<file path="src/rtl/ipp_pkg.sv">
package ipp_pkg;
  localparam int NUM_LVL   = 8;
  localparam int PRIO_W    = 8;
  localparam int LVL_W     = $clog2(NUM_LVL);
  localparam logic [PRIO_W-1:0] PRIO_NONE = '1;
  localparam int EXC_BIT   = 7;

  // One-hot pending mask for a priority; levels outside the range give no bit.
  function automatic logic [NUM_LVL-1:0] prio_to_mask(input logic [PRIO_W-1:0] p);
    logic [NUM_LVL-1:0] top;
    top = {1'b1, {(NUM_LVL-1){1'b0}}};
    if (p >= PRIO_W'(NUM_LVL)) return '0;
    return top >> p[LVL_W-1:0];
  endfunction

  // Threshold values beyond the last level collapse to "allow all".
  function automatic logic [PRIO_W-1:0] clamp_cur(input logic [PRIO_W-1:0] d);
    if (d >= PRIO_W'(NUM_LVL)) return PRIO_NONE;
    return d;
  endfunction
endpackage

</file>
<file path="src/rtl/ipp_pend_buf.sv">
module ipp_pend_buf #(
  parameter int NUM_LVL = 8
) (
  input  logic               clk,
  input  logic               rst,
  input  logic [NUM_LVL-1:0] set_mask,
  input  logic [NUM_LVL-1:0] clr_mask,
  output logic [NUM_LVL-1:0] buf_q
);
  // Clear first, then set: a new arrival wins over a retirement.
  always_ff @(posedge clk) begin
    if (rst) buf_q <= '0;
    else     buf_q <= (buf_q & ~clr_mask) | set_mask;
  end
endmodule

</file>
<file path="src/rtl/ipp_prio_enc.sv">
module ipp_prio_enc #(
  parameter int NUM_LVL = 8,
  parameter int PRIO_W  = 8
) (
  input  logic [NUM_LVL-1:0] mask,
  output logic [PRIO_W-1:0]  prio
);
  logic [NUM_LVL:0]   seen;   // seen[i]: some bit among the i topmost is set
  logic [NUM_LVL-1:0] hit;    // hit[i]: level i is the most urgent one
  logic [PRIO_W-1:0]  term [NUM_LVL];

  assign seen[0] = 1'b0;
  for (genvar i = 0; i < NUM_LVL; i++) begin : g_lvl
    assign hit[i]    = mask[NUM_LVL-1-i] & ~seen[i];
    assign seen[i+1] = seen[i] | mask[NUM_LVL-1-i];
    assign term[i]   = hit[i] ? PRIO_W'(i) : '0;
  end

  always_comb begin
    prio = '0;
    for (int i = 0; i < NUM_LVL; i++) prio = prio | term[i];
    if (!seen[NUM_LVL]) prio = '1;
  end
endmodule

</file>
<file path="src/rtl/ipp_cur_reg.sv">
module ipp_cur_reg #(
  parameter int PRIO_W = 8
) (
  input  logic              clk,
  input  logic              rst,
  input  logic              wr_en,
  input  logic [PRIO_W-1:0] wr_val,
  input  logic              ack_fire,
  input  logic [PRIO_W-1:0] ack_val,
  output logic [PRIO_W-1:0] cur_q
);
  always_ff @(posedge clk) begin
    if (rst)           cur_q <= '0;
    else if (ack_fire) cur_q <= ack_val;
    else if (wr_en)    cur_q <= wr_val;
  end
endmodule

</file>
<file path="src/rtl/ipp_exc_gate.sv">
module ipp_exc_gate #(
  parameter int PRIO_W = 8
) (
  input  logic              clk,
  input  logic              rst,
  input  logic [PRIO_W-1:0] pend_prio,
  input  logic [PRIO_W-1:0] cur_prio,
  input  logic              ack_fire,
  output logic              favored,
  output logic              exc_q
);
  assign favored = pend_prio < cur_prio;

  always_ff @(posedge clk) begin
    if (rst)           exc_q <= 1'b0;
    else if (ack_fire) exc_q <= 1'b0;
    else if (favored)  exc_q <= 1'b1;
  end
endmodule

</file>
<file path="src/rtl/ipp_presenter.sv">
module ipp_presenter
  import ipp_pkg::*;
#(
  parameter int LVLS = NUM_LVL,
  parameter int PW   = PRIO_W
) (
  input  logic          clk,
  input  logic          rst,
  input  logic          ntf_valid,
  input  logic [PW-1:0] ntf_prio,
  input  logic          cur_wr_en,
  input  logic [PW-1:0] cur_wr_data,
  input  logic          ack_strobe,
  output logic [LVLS-1:0] pend_buf,
  output logic [PW-1:0] pend_prio,
  output logic [PW-1:0] cur_prio,
  output logic [PW-1:0] status,
  output logic          irq
);
  // Named internal events for the checker
  logic              ntf_accept;
  logic              ack_fire;
  logic              favored;
  logic              exc_q;
  logic [LVLS-1:0]   ntf_mask;
  logic [LVLS-1:0]   ack_mask;
  logic [PW-1:0]     cur_wr_val;

  assign ntf_accept = ntf_valid && (ntf_prio != PRIO_NONE);
  assign ack_fire   = ack_strobe;
  assign ntf_mask   = ntf_accept ? prio_to_mask(ntf_prio) : '0;
  assign ack_mask   = ack_fire ? prio_to_mask(pend_prio) : '0;
  assign cur_wr_val = clamp_cur(cur_wr_data);

  ipp_pend_buf #(.NUM_LVL(LVLS)) u_buf (
    .clk(clk), .rst(rst), .set_mask(ntf_mask), .clr_mask(ack_mask), .buf_q(pend_buf)
  );

  ipp_prio_enc #(.NUM_LVL(LVLS), .PRIO_W(PW)) u_enc (
    .mask(pend_buf), .prio(pend_prio)
  );

  ipp_cur_reg #(.PRIO_W(PW)) u_cur (
    .clk(clk), .rst(rst), .wr_en(cur_wr_en), .wr_val(cur_wr_val),
    .ack_fire(ack_fire), .ack_val(pend_prio), .cur_q(cur_prio)
  );

  ipp_exc_gate #(.PRIO_W(PW)) u_gate (
    .clk(clk), .rst(rst), .pend_prio(pend_prio), .cur_prio(cur_prio),
    .ack_fire(ack_fire), .favored(favored), .exc_q(exc_q)
  );

  always_comb begin
    status          = '0;
    status[EXC_BIT] = exc_q;
  end
  assign irq = exc_q;
endmodule

</file>
<file path="config.mk">
export PLATFORM = sky130hd
export DESIGN_NAME = ipp_presenter
export DESIGN_NICKNAME = d
export VERILOG_FILES = /design/src/rtl/ipp_pkg.sv /design/src/rtl/ipp_pend_buf.sv /design/src/rtl/ipp_prio_enc.sv /design/src/rtl/ipp_cur_reg.sv /design/src/rtl/ipp_exc_gate.sv /design/src/rtl/ipp_presenter.sv
export SDC_FILE = /design/constraint.sdc
export NUM_CORES = 1
export LEC_CHECK = 0
export ABC_AREA = 1
export BUFFER_PORTS_ARGS = -buffer_cell sky130_fd_sc_hd__buf_2
export CELL_PAD_IN_SITES_DETAIL_PLACEMENT = 2
export CELL_PAD_IN_SITES_GLOBAL_PLACEMENT = 2
export CORE_MARGIN = 2
export CORE_UTILIZATION = 25
export CTS_BUF_LIST = sky130_fd_sc_hd__clkbuf_4 sky130_fd_sc_hd__clkbuf_8 sky130_fd_sc_hd__clkbuf_16
export DETAILED_ROUTE_END_ITERATION = 10
export PLACE_DENSITY_LB_ADDON = 0.1
export SYNTH_ARGS = -nofsm -noshare
export SYNTH_HDL_FRONTEND = slang
export SYNTH_SLANG_ARGS = --single-unit
export TNS_END_PERCENT = 1
</file>
<file path="constraint.sdc">
create_clock -name clk -period 2.95 [get_ports clk]
set_input_delay 0.4425 -clock clk [delete_from_list [all_inputs] [get_ports clk]]
set_output_delay 0.4425 -clock clk [all_outputs]
set_load 0.01 [all_outputs]
</file>
==> metrics.csv, run 1 <==
metric,value,unit
"most used cell, CP",a21oi_1,
"EDFF count, synth",0,
CP Buf/Inv Count,1,
Worst Path Arrival,2.33,ns
Setup Crit Path Kind,reg -> reg,
top_reg_cell synth,dfxtp_1,
# rows,24,
final hold violation count,0,
initial DRC count,14,
CP max FO,11,
Max rail drop VDD,0.147,mV
first-pass GRT wire length,5410,µm
Flop pwr share,46.8,%
P_sw,152,µW
1st-pass router iterations,2,
"Req. time, crit path",3.14,ns
Hold Path End,u_gate.exc_q,
Die Height,70.7,µm
vias in the first global route,1200,
Max Cap Viol,0,
Remaining DRCs,0,
IO Pins,54,
Resized cells post-CTS,0,
Synth Register Bits,17,
CTS Hold Bufs,0,
initial antenna violation count,0,
Starting Density,25.8,%
setup TNS,0,ns
clk_skew,0.00170,ns
min cycle time layout,2.13,ns
status,finished clean,
Logic pwr share,17.6,%
Mapped Cells,155,
Netlist Area Pre-Place,1110,µm²
post-CTS setup buffers,0,
GR Util All Layers,13.5,%
Final #Nets,226,
vias,1140,
syn_area_per_cell,7.18,µm²
clock network power share,35.6,%
RSZ-0062 raised after global routing,no,
Worst R2R Path Depth,11,
stages on the worst setup path,11,
RePlAce Congestion,0.740,
"most common cell after layout, fill and taps aside",buf_2,
later-pin clock latency in the skew report,0.26,ns
final setup fails,0,
"Slew Viols, Final",0,
CTS buffer count,3,
HP Class,reg -> reg,
cell area power density,377,nW/µm²
Yosys warnings,0,
placed cells,245,
diodes inserted,0,
Routed Antenna Nets,0,
most frequent cells in the layout,"buf_2, inv_1, nand2_1",
critical path cell sequence,nor2_4 > nand2_2 > clkinv_2 > nand3_4 > nor3_4 > ha_1 > a21oi_1 > nor2_1 > a211oi_1 > nand2_1 > a21oi_1,
post-synthesis async set-or-reset flop share,0,%
Area Growth Syn to Fin,23.8,%
final non-filler cell total,249,
"Largest delay share family, worst path",simple AND/OR/NAND/NOR gates,
WHS Path Cells,2,
CP max stage cell,dfxtp_1,
Worst setup EP type,register,
R2R Path End,u_gate.exc_q,
Port Buffers,46,
CTS tree,built,
Clock Sinks,17,
fmax,0.469,GHz
clock root buffer,clkbuf_8,
Unique masters post-synth,28,
Int Pwr,368,µW
placed wire-length estimate,2810,µm
Placeable Area,4320,µm²
switching share of power,29.3,%
die width,70.7,µm
Worst setup SP type,register,
Reg2Reg Setup Slack,0.82,ns
via density per instance,4.58,
Die ar.,5000,µm²
"Reg clk slew, reported paths",0.07,ns
GRT overflow,0,
period utilization,72.4,%
WL final,3320,µm
Avg WL per Cell,13.3,µm
clock buffer depth,2,
sequential element share of the synthesized area,30.6,%
hold path start,u_gate.exc_q,
largest net degree at the start of global routing,14,
worst flop-to-flop path startpoint,u_buf.buf_q[5],
static leakage,0.715,nW
H-tree Lvls,1,
share of layout cells above drive strength 1,30.5,%
CP peak stage delay,0.37,ns
-- how the worst max path moves through the flow --
stage	from	endpoint	slack, ns
floorplan	u_buf.buf_q[5]	u_gate.exc_q	0.95
global placement	u_buf.buf_q[5]	u_gate.exc_q	0.94
detailed placement	u_buf.buf_q[5]	u_gate.exc_q	0.78
CTS	u_buf.buf_q[5]	u_gate.exc_q	0.76
global route	u_buf.buf_q[5]	u_gate.exc_q	0.56
finish	u_buf.buf_q[5]	u_gate.exc_q	0.82
-- layout make-up --
type	instances	area, µm²
well taps	52	65.1
fillers	541	2950
clock buffers	3	41.3
multi-input cells	102	591
repair buffers	46	230
clock inverters	1	5.00
flip-flops and latches	17	340
inverters	28	106
-- flip-flops by register name, indices dropped and copies added (netlist names) --
| name | count |
|---|---|
| u_cur.cur_q | 8 |
| u_gate.exc_q | 1 |
| u_buf.buf_q | 8 |
-- layer usage --
layer / GRT usage, % / up-vias / routed length (µm)
li1: - / 569 / -
met1: 16.9 / 522 / 1510
met2: 22.7 / 45 / 1530
met3: 3.13 / 4 / 232
met4: 4.40 / 0 / 50
met5: 0 / - / 0
-- power groups by stage --
| stage | Sequential (mW) | Combinational, mW | Clock, mW |
|---|---|---|---|
| after detailed placement | 0.249 | 0.0937 | 0 |
| after global routing | 0.245 | 0.105 | 0.199 |
| after CTS | 0.244 | 0.0941 | 0.192 |
| after floorplan | 0.253 | 0.0558 | 0 |
| after global placement | 0.249 | 0.0890 | 0 |
| final | 0.244 | 0.0916 | 0.185 |
-- cell usage after synthesis (2+ instances only) --
| cell type | instances | share of area [%] |
|---|---|---|
| ha_1 | 7 | 7.9 |
| a21oi_1 | 13 | 5.8 |
| nand3_1 | 11 | 4.9 |
| dfxtp_1 | 17 | 31 |
| nor2_1 | 13 | 4.4 |
| a41oi_1 | 2 | 1.6 |
| buf_4 | 12 | 8.1 |
| o31ai_1 | 3 | 2.0 |
| o21ai_1 | 5 | 2.2 |
| nor3_1 | 2 | 0.90 |
| nor2_4 | 2 | 2.0 |
| nand2_1 | 20 | 6.7 |
| o21ai_0 | 5 | 2.2 |
| inv_1 | 27 | 9.1 |
| nand2_2 | 3 | 1.7 |
-- per-stage QoR --
stage          worst slack [ns]  util (%)  total power, mW  instance area (µm²)  hold WS (ns)
2_1_floorplan             0.950         -            0.309                 1140         0.481
3_3_place_gp              0.939      30.8            0.338                 1330         0.447
3_5_place_dp              0.784      30.8            0.343                 1330         0.456
4_1_cts                   0.763      31.9            0.530                 1380         0.467
5_1_grt                   0.560      31.9            0.549                 1380         0.509
6_report                  0.816      31.9            0.520                 1380         0.464
-- worst register-to-register path, stage by stage, from the launching register on --
cell      delay, ns
dfxtp_1        0.37
nor2_4         0.15
nand2_2        0.09
clkinv_2       0.09
nand3_4        0.10
nor3_4         0.36
ha_1           0.32
a21oi_1        0.15
nor2_1         0.05
a211oi_1       0.19
nand2_1        0.08
a21oi_1        0.11
-- cells by family (layout without fill, tap and decap cells) --
family,Yosys count,in the layout,synth area share [%]
adder cells (fa/ha/maj),7,7,7.86
AND/OR/NAND/NOR,57,57,26.7
flip-flops,17,17,30.6
AO/OA/AOI/OAI,31,31,16.1
buffers and inverters,42,78,18.4
other,1,7,0.337
Note: power is estimated with default switching activity, not from simulation.
==> inputs of run 2 (changes only) <==
--- a/config.mk
+++ b/config.mk
@@ -10,7 +10,7 @@
 export CELL_PAD_IN_SITES_DETAIL_PLACEMENT = 2
 export CELL_PAD_IN_SITES_GLOBAL_PLACEMENT = 2
 export CORE_MARGIN = 2
-export CORE_UTILIZATION = 25
+export CORE_UTILIZATION = 23
 export CTS_BUF_LIST = sky130_fd_sc_hd__clkbuf_4 sky130_fd_sc_hd__clkbuf_8 sky130_fd_sc_hd__clkbuf_16
 export DETAILED_ROUTE_END_ITERATION = 10
 export PLACE_DENSITY_LB_ADDON = 0.1
==> constraint.sdc (replaced) <==
create_clock -name clk -period 2.2 [get_ports clk]
set_input_delay 0.33 -clock clk [delete_from_list [all_inputs] [get_ports clk]]
set_output_delay 0.33 -clock clk [all_outputs]
set_load 0.01 [all_outputs]
==> run 2 against run 1 <==
  * Sequential share of layout area decreased by 0.50 points
  * Wire length increased by 2.6%
  * Clock skew increased by 0.00071 ns
  * Combinational power increased by 35%
  * Global-route usage increased by 0.49 points
  * Non-clock buffer count increased by 3
  * Critical path depth decreased by 3
  * Critical endpoint is now pend_prio[5]
  * Largest power group unchanged
==> metrics.csv, run 2 (synthesis gave the netlist of run 1 again) <==
metric,value,unit
clock root buffer,clkbuf_8,
Port Buffers,46,
most frequent cells in the layout,"buf_2, inv_1, nand2_1",
"Largest delay share family, worst path",simple AND/OR/NAND/NOR gates,
via density per instance,4.55,
fmax,0.494,GHz
"Req. time, crit path",1.87,ns
clk_skew,0.00241,ns
vias,1155,
biggest regs,"u_buf.buf_q: 8 flops, u_cur.cur_q: 8 flops, u_gate.exc_q: 1 flops",
WL final,3410,µm
setup TNS,0,ns
Die Height,73.6,µm
Worst setup EP type,output port,
first-pass GRT wire length,5770,µm
CTS buffer count,3,
Placeable Area,4690,µm²
# rows,25,
Starting Density,23.7,%
later-pin clock latency in the skew report,0.26,ns
Max rail drop VDD,0.184,mV
GRT overflow,0,
post-layout power,697,µW
"most used cell, CP",buf_4,
CP peak stage delay,0.36,ns
Clock Sinks,17,
initial DRC count,35,
Worst setup SP type,register,
static leakage,0.728,nW
die width,73.6,µm
1st-pass router iterations,3,
share of layout cells above drive strength 1,32.0,%
placed wire-length estimate,2950,µm
diodes inserted,0,
CP max FO,6,
period utilization,91.9,%
CP Buf/Inv Count,4,
critical path cell sequence,nor2_4 > nand2_2 > clkinv_2 > nand3_4 > nor3_4 > buf_4 > buf_4 > buf_2,
clock buffer depth,2,
Remaining DRCs,0,
initial antenna violation count,0,
Die ar.,5410,µm²
CTS tree,built,
HP Class,in -> reg,
RSZ-0062 raised after global routing,no,
# fillers,586,
H-tree Lvls,1,
Setup Crit Path Kind,reg -> out,
vias in the first global route,1216,
CP max stage cell,dfxtp_1,
Avg WL per Cell,13.4,µm
RePlAce Congestion,0.749,
largest net degree at the start of global routing,14,
CTS Hold Bufs,0,
final hold violation count,0,
"most common cell after layout, fill and taps aside",buf_2,
Routed Antenna Nets,0,
Final #Nets,229,
cell area power density,495,nW/µm²
GR Util All Layers,13.9,%
"Slew Viols, Final",0,
IO Pins,54,
final setup fails,0,
Worst Path Arrival,1.69,ns
Max Cap Viol,0,
min cycle time layout,2.02,ns
status,finished clean,
"Reg clk slew, reported paths",0.07,ns
Area Growth Syn to Fin,26.4,%
## run 2: what timing repair did
item,4_1_cts,5_1_grt
gates resized for setup,0,1
setup buffers,0,2
hold endpoints to repair,0,0
setup endpoints to repair,0,1
## run 2: tightest hold or removal path, delay by kind of cell
kind / cells / cell delay (ns)
buffers and inverters: 1 / 0.13
AOI/OAI and AO/OA: 1 / 0.05
and+or+nand+nor: 1 / 0.08
## run 2: area by class of cell
class | count | area, µm² | share of cell area, %
Sequential cell | 17 | 340 | 24.2
Clock inverter | 1 | 5.00 | 0.356
Timing Repair Buffer | 49 | 253 | 18.0
Inverter | 28 | 106 | 7.56
Multi-Input combinational cell | 102 | 594 | 42.2
Tap cell | 54 | 67.6 | 4.80
Clock buffer | 3 | 41.3 | 2.93
## run 2: routing by layer
metal	global-route usage (%)	routed length, µm
met5	0	0
met4	4.24	40
met3	2.33	163
met2	24.1	1680
met1	17.6	1520
## run 2: through the flow
stage	cell area, µm²	setup slack, ns	instances	hold WS, ns	utilization (%)
floorplan	1140	0.200	161	0.402	-
global placement	1340	0.339	248	0.458	28.6
detailed placement	1340	0.213	248	0.464	28.6
CTS	1390	0.177	252	0.380	29.6
global route	1410	0.0171	254	0.410	30.0
finish	1410	0.177	254	0.382	30.0
## run 2: path summary, 6_finish.rpt
check	startpoint	to	slack (ns)	cells past startpoint
hold / removal	ntf_prio[2]	u_buf.buf_q[1]	0.38	3
setup / recovery	u_buf.buf_q[4]	pend_prio[5]	0.18	8
hold reg to reg	u_gate.exc_q	u_gate.exc_q	0.47	2
setup reg to reg	u_buf.buf_q[4]	u_gate.exc_q	0.25	12
## run 2: report_power, final
group / internal [mW] / switching, mW / leakage [nW] / total, mW
Clock: 0.126 / 0.119 / 0.0255 / 0.245
Sequential: 0.320 / 0.00740 / 0.140 / 0.327
Combinational: 0.0486 / 0.0756 / 0.562 / 0.124
Total: 0.495 / 0.202 / 0.728 / 0.697
==> inputs of run 3 (changes only) <==
--- a/config.mk
+++ b/config.mk
@@ -9,7 +9,7 @@
 export BUFFER_PORTS_ARGS = -buffer_cell sky130_fd_sc_hd__buf_2
 export CELL_PAD_IN_SITES_DETAIL_PLACEMENT = 2
 export CELL_PAD_IN_SITES_GLOBAL_PLACEMENT = 2
-export CORE_MARGIN = 2
+export CORE_MARGIN = 5
 export CORE_UTILIZATION = 23
 export CTS_BUF_LIST = sky130_fd_sc_hd__clkbuf_4 sky130_fd_sc_hd__clkbuf_8 sky130_fd_sc_hd__clkbuf_16
 export DETAILED_ROUTE_END_ITERATION = 10
==> run 3 against run 2 <==
  * Critical path depth up 4
  * Core utilization shrank 0.20 points
  * Non-clock buffer count is 2 lower
  * Die area is 17% higher
  * Clock power rose by 2%
  * Sequential share of layout area stayed put
  * Global-route usage fell by 2.2 points
  * Setup slack improved by 0.057 ns
  * Hold slack better by 0.0095 ns
==> metrics.csv, run 3 (synthesis gave the netlist of run 1 again) <==
metric,value,unit
clk_skew,0.00425,ns
Worst R2R Path Depth,12,
clock buffer depth,2,
fmax,0.509,GHz
Flop pwr share,46.6,%
"Reg clk slew, reported paths",0.07,ns
Routed Antenna Nets,0,
switching share of power,27.6,%
RePlAce Congestion,0.750,
die width,79.6,µm
R2R Path End,u_gate.exc_q,
Area Growth Syn to Fin,26.4,%
Placeable Area,4720,µm²
CTS tree,built,
later-pin clock latency in the skew report,0.25,ns
"most used cell, CP",nand2_1,
CTS buffer count,3,
Max rail drop VDD,0.220,mV
WHS Path Cells,3,
GRT overflow,0,
Critical Path Start,u_buf.buf_q[5],
Remaining DRCs,0,
final hold violation count,0,
Die Height,79.6,µm
setup TNS,0,ns
vias,1137,
period utilization,89.4,%
min cycle time layout,1.97,ns
Worst setup SP type,register,
status,finished clean,
vias in the first global route,1269,
biggest regs,"u_buf.buf_q: 8 flops, u_cur.cur_q: 8 flops, u_gate.exc_q: 1 flops",
WL final,3550,µm
largest net degree at the start of global routing,14,
GR Util All Layers,11.7,%
Final #Nets,227,
Reg2Reg Setup Slack,0.23,ns
clock root buffer,clkbuf_8,
most frequent cells in the layout,"buf_2, inv_1, nand2_1",
placed cells,261,
Resized cells post-CTS,0,
first-pass GRT wire length,5890,µm
static leakage,0.720,nW
initial DRC count,14,
"most common cell after layout, fill and taps aside",buf_2,
cell area power density,499,nW/µm²
final non-filler cell total,265,
CTS Hold Bufs,0,
IO Pins,54,
RSZ-0062 raised after global routing,no,
initial antenna violation count,0,
Setup Crit Path Kind,reg -> reg,
# fillers,595,
CP max stage cell,dfxtp_1,
Worst setup EP type,register,
final core occ,29.8,%
critical path cell sequence,nor2_4 > nand2_2 > clkinv_2 > nand3_4 > nor3_4 > buf_4 > ha_1 > a21oi_1 > nand2_1 > nand2_1 > nand2_1 > a21oi_1,
Port Buffers,46,
P_sw,194,µW
via density per instance,4.29,
HP Class,in -> reg,
worst flop-to-flop path startpoint,u_buf.buf_q[5],
hold path start,ntf_prio[2],
diodes inserted,0,
Logic pwr share,17.6,%
clock network power share,35.8,%
post-layout power,702,µW
Starting Density,23.6,%
CP max FO,7,
1st-pass router iterations,2,
Int Pwr,508,µW
H-tree Lvls,1,
Worst Path Arrival,2.15,ns
# rows,25,
Max Cap Viol,0,
post-CTS setup buffers,0,
final setup fails,0,
Hold Path End,u_buf.buf_q[2],
Avg WL per Cell,13.4,µm
Die ar.,6330,µm²
CP peak stage delay,0.36,ns
share of layout cells above drive strength 1,30.8,%
"Req. time, crit path",2.39,ns
Clock Sinks,17,
"Slew Viols, Final",0,
placed wire-length estimate,3040,µm
[run 3: cell count changes in the layout (fill, tap and decap cells not counted)]
cell,previous run,this run
a21oi_1,12,13
clkbuf_4,0,1
buf_4,3,1
a21oi_2,1,0
clkinv_2,2,1
[run 3: through the flow]
stage          hold WS [ns]  cell area, µm²  setup slack [ns]
6_report              0.392            1410             0.234
5_1_grt               0.400            1410            0.0343
4_1_cts               0.383            1410             0.198
3_5_place_dp          0.478            1360             0.223
3_3_place_gp          0.448            1360             0.315
2_1_floorplan         0.402            1140             0.200
[run 3: worst max path at each step]
| stage | endpoint | slack (ns) | cells after the start |
|---|---|---|---|
| after floorplan | u_gate.exc_q | 0.20 | 11 |
| after global placement | u_gate.exc_q | 0.32 | 11 |
| after detailed placement | u_gate.exc_q | 0.22 | 12 |
| after CTS | u_gate.exc_q | 0.20 | 12 |
| after global routing | u_gate.exc_q | 0.03 | 12 |
| final | u_gate.exc_q | 0.23 | 12 |
[run 3: power groups by stage]
stage | Sequential [mW] | Combinational [mW] | Clock (mW)
floorplan | 0.340 | 0.0749 | 0
global placement | 0.334 | 0.122 | 0
detailed placement | 0.335 | 0.126 | 0
CTS | 0.328 | 0.127 | 0.268
global route | 0.330 | 0.142 | 0.282
finish | 0.327 | 0.124 | 0.251
[run 3: layout make-up]
cell class	instances	area [µm²]	area share [%]
Multi-Input combinational cell	102	591	42.0
Sequential cell	17	340	24.2
Timing Repair Buffer	47	238	16.9
Inverter	28	106	7.56
Tap cell	67	83.8	5.96
Clock buffer	4	48.8	3.47
[run 3: layer usage]
metal	share of wire [%]	vias up	wire length (µm)	global-route usage, %
met5	0	-	0	0
li1	-	569	-	-
met3	5.5	2	195	2.60
met1	45	529	1610	14.2
met4	0.71	0	25	3.09
met2	48	37	1710	20.8
[run 3: critical path: cells and delay by family, from the launching register on]
kind | cells | cell delay, ns
AO/OA/AOI/OAI | 2 | 0.26
buffers and inverters | 2 | 0.29
adder cells (fa/ha/maj) | 1 | 0.24
AND/OR/NAND/NOR | 7 | 0.76
flip-flops | 1 | 0.36
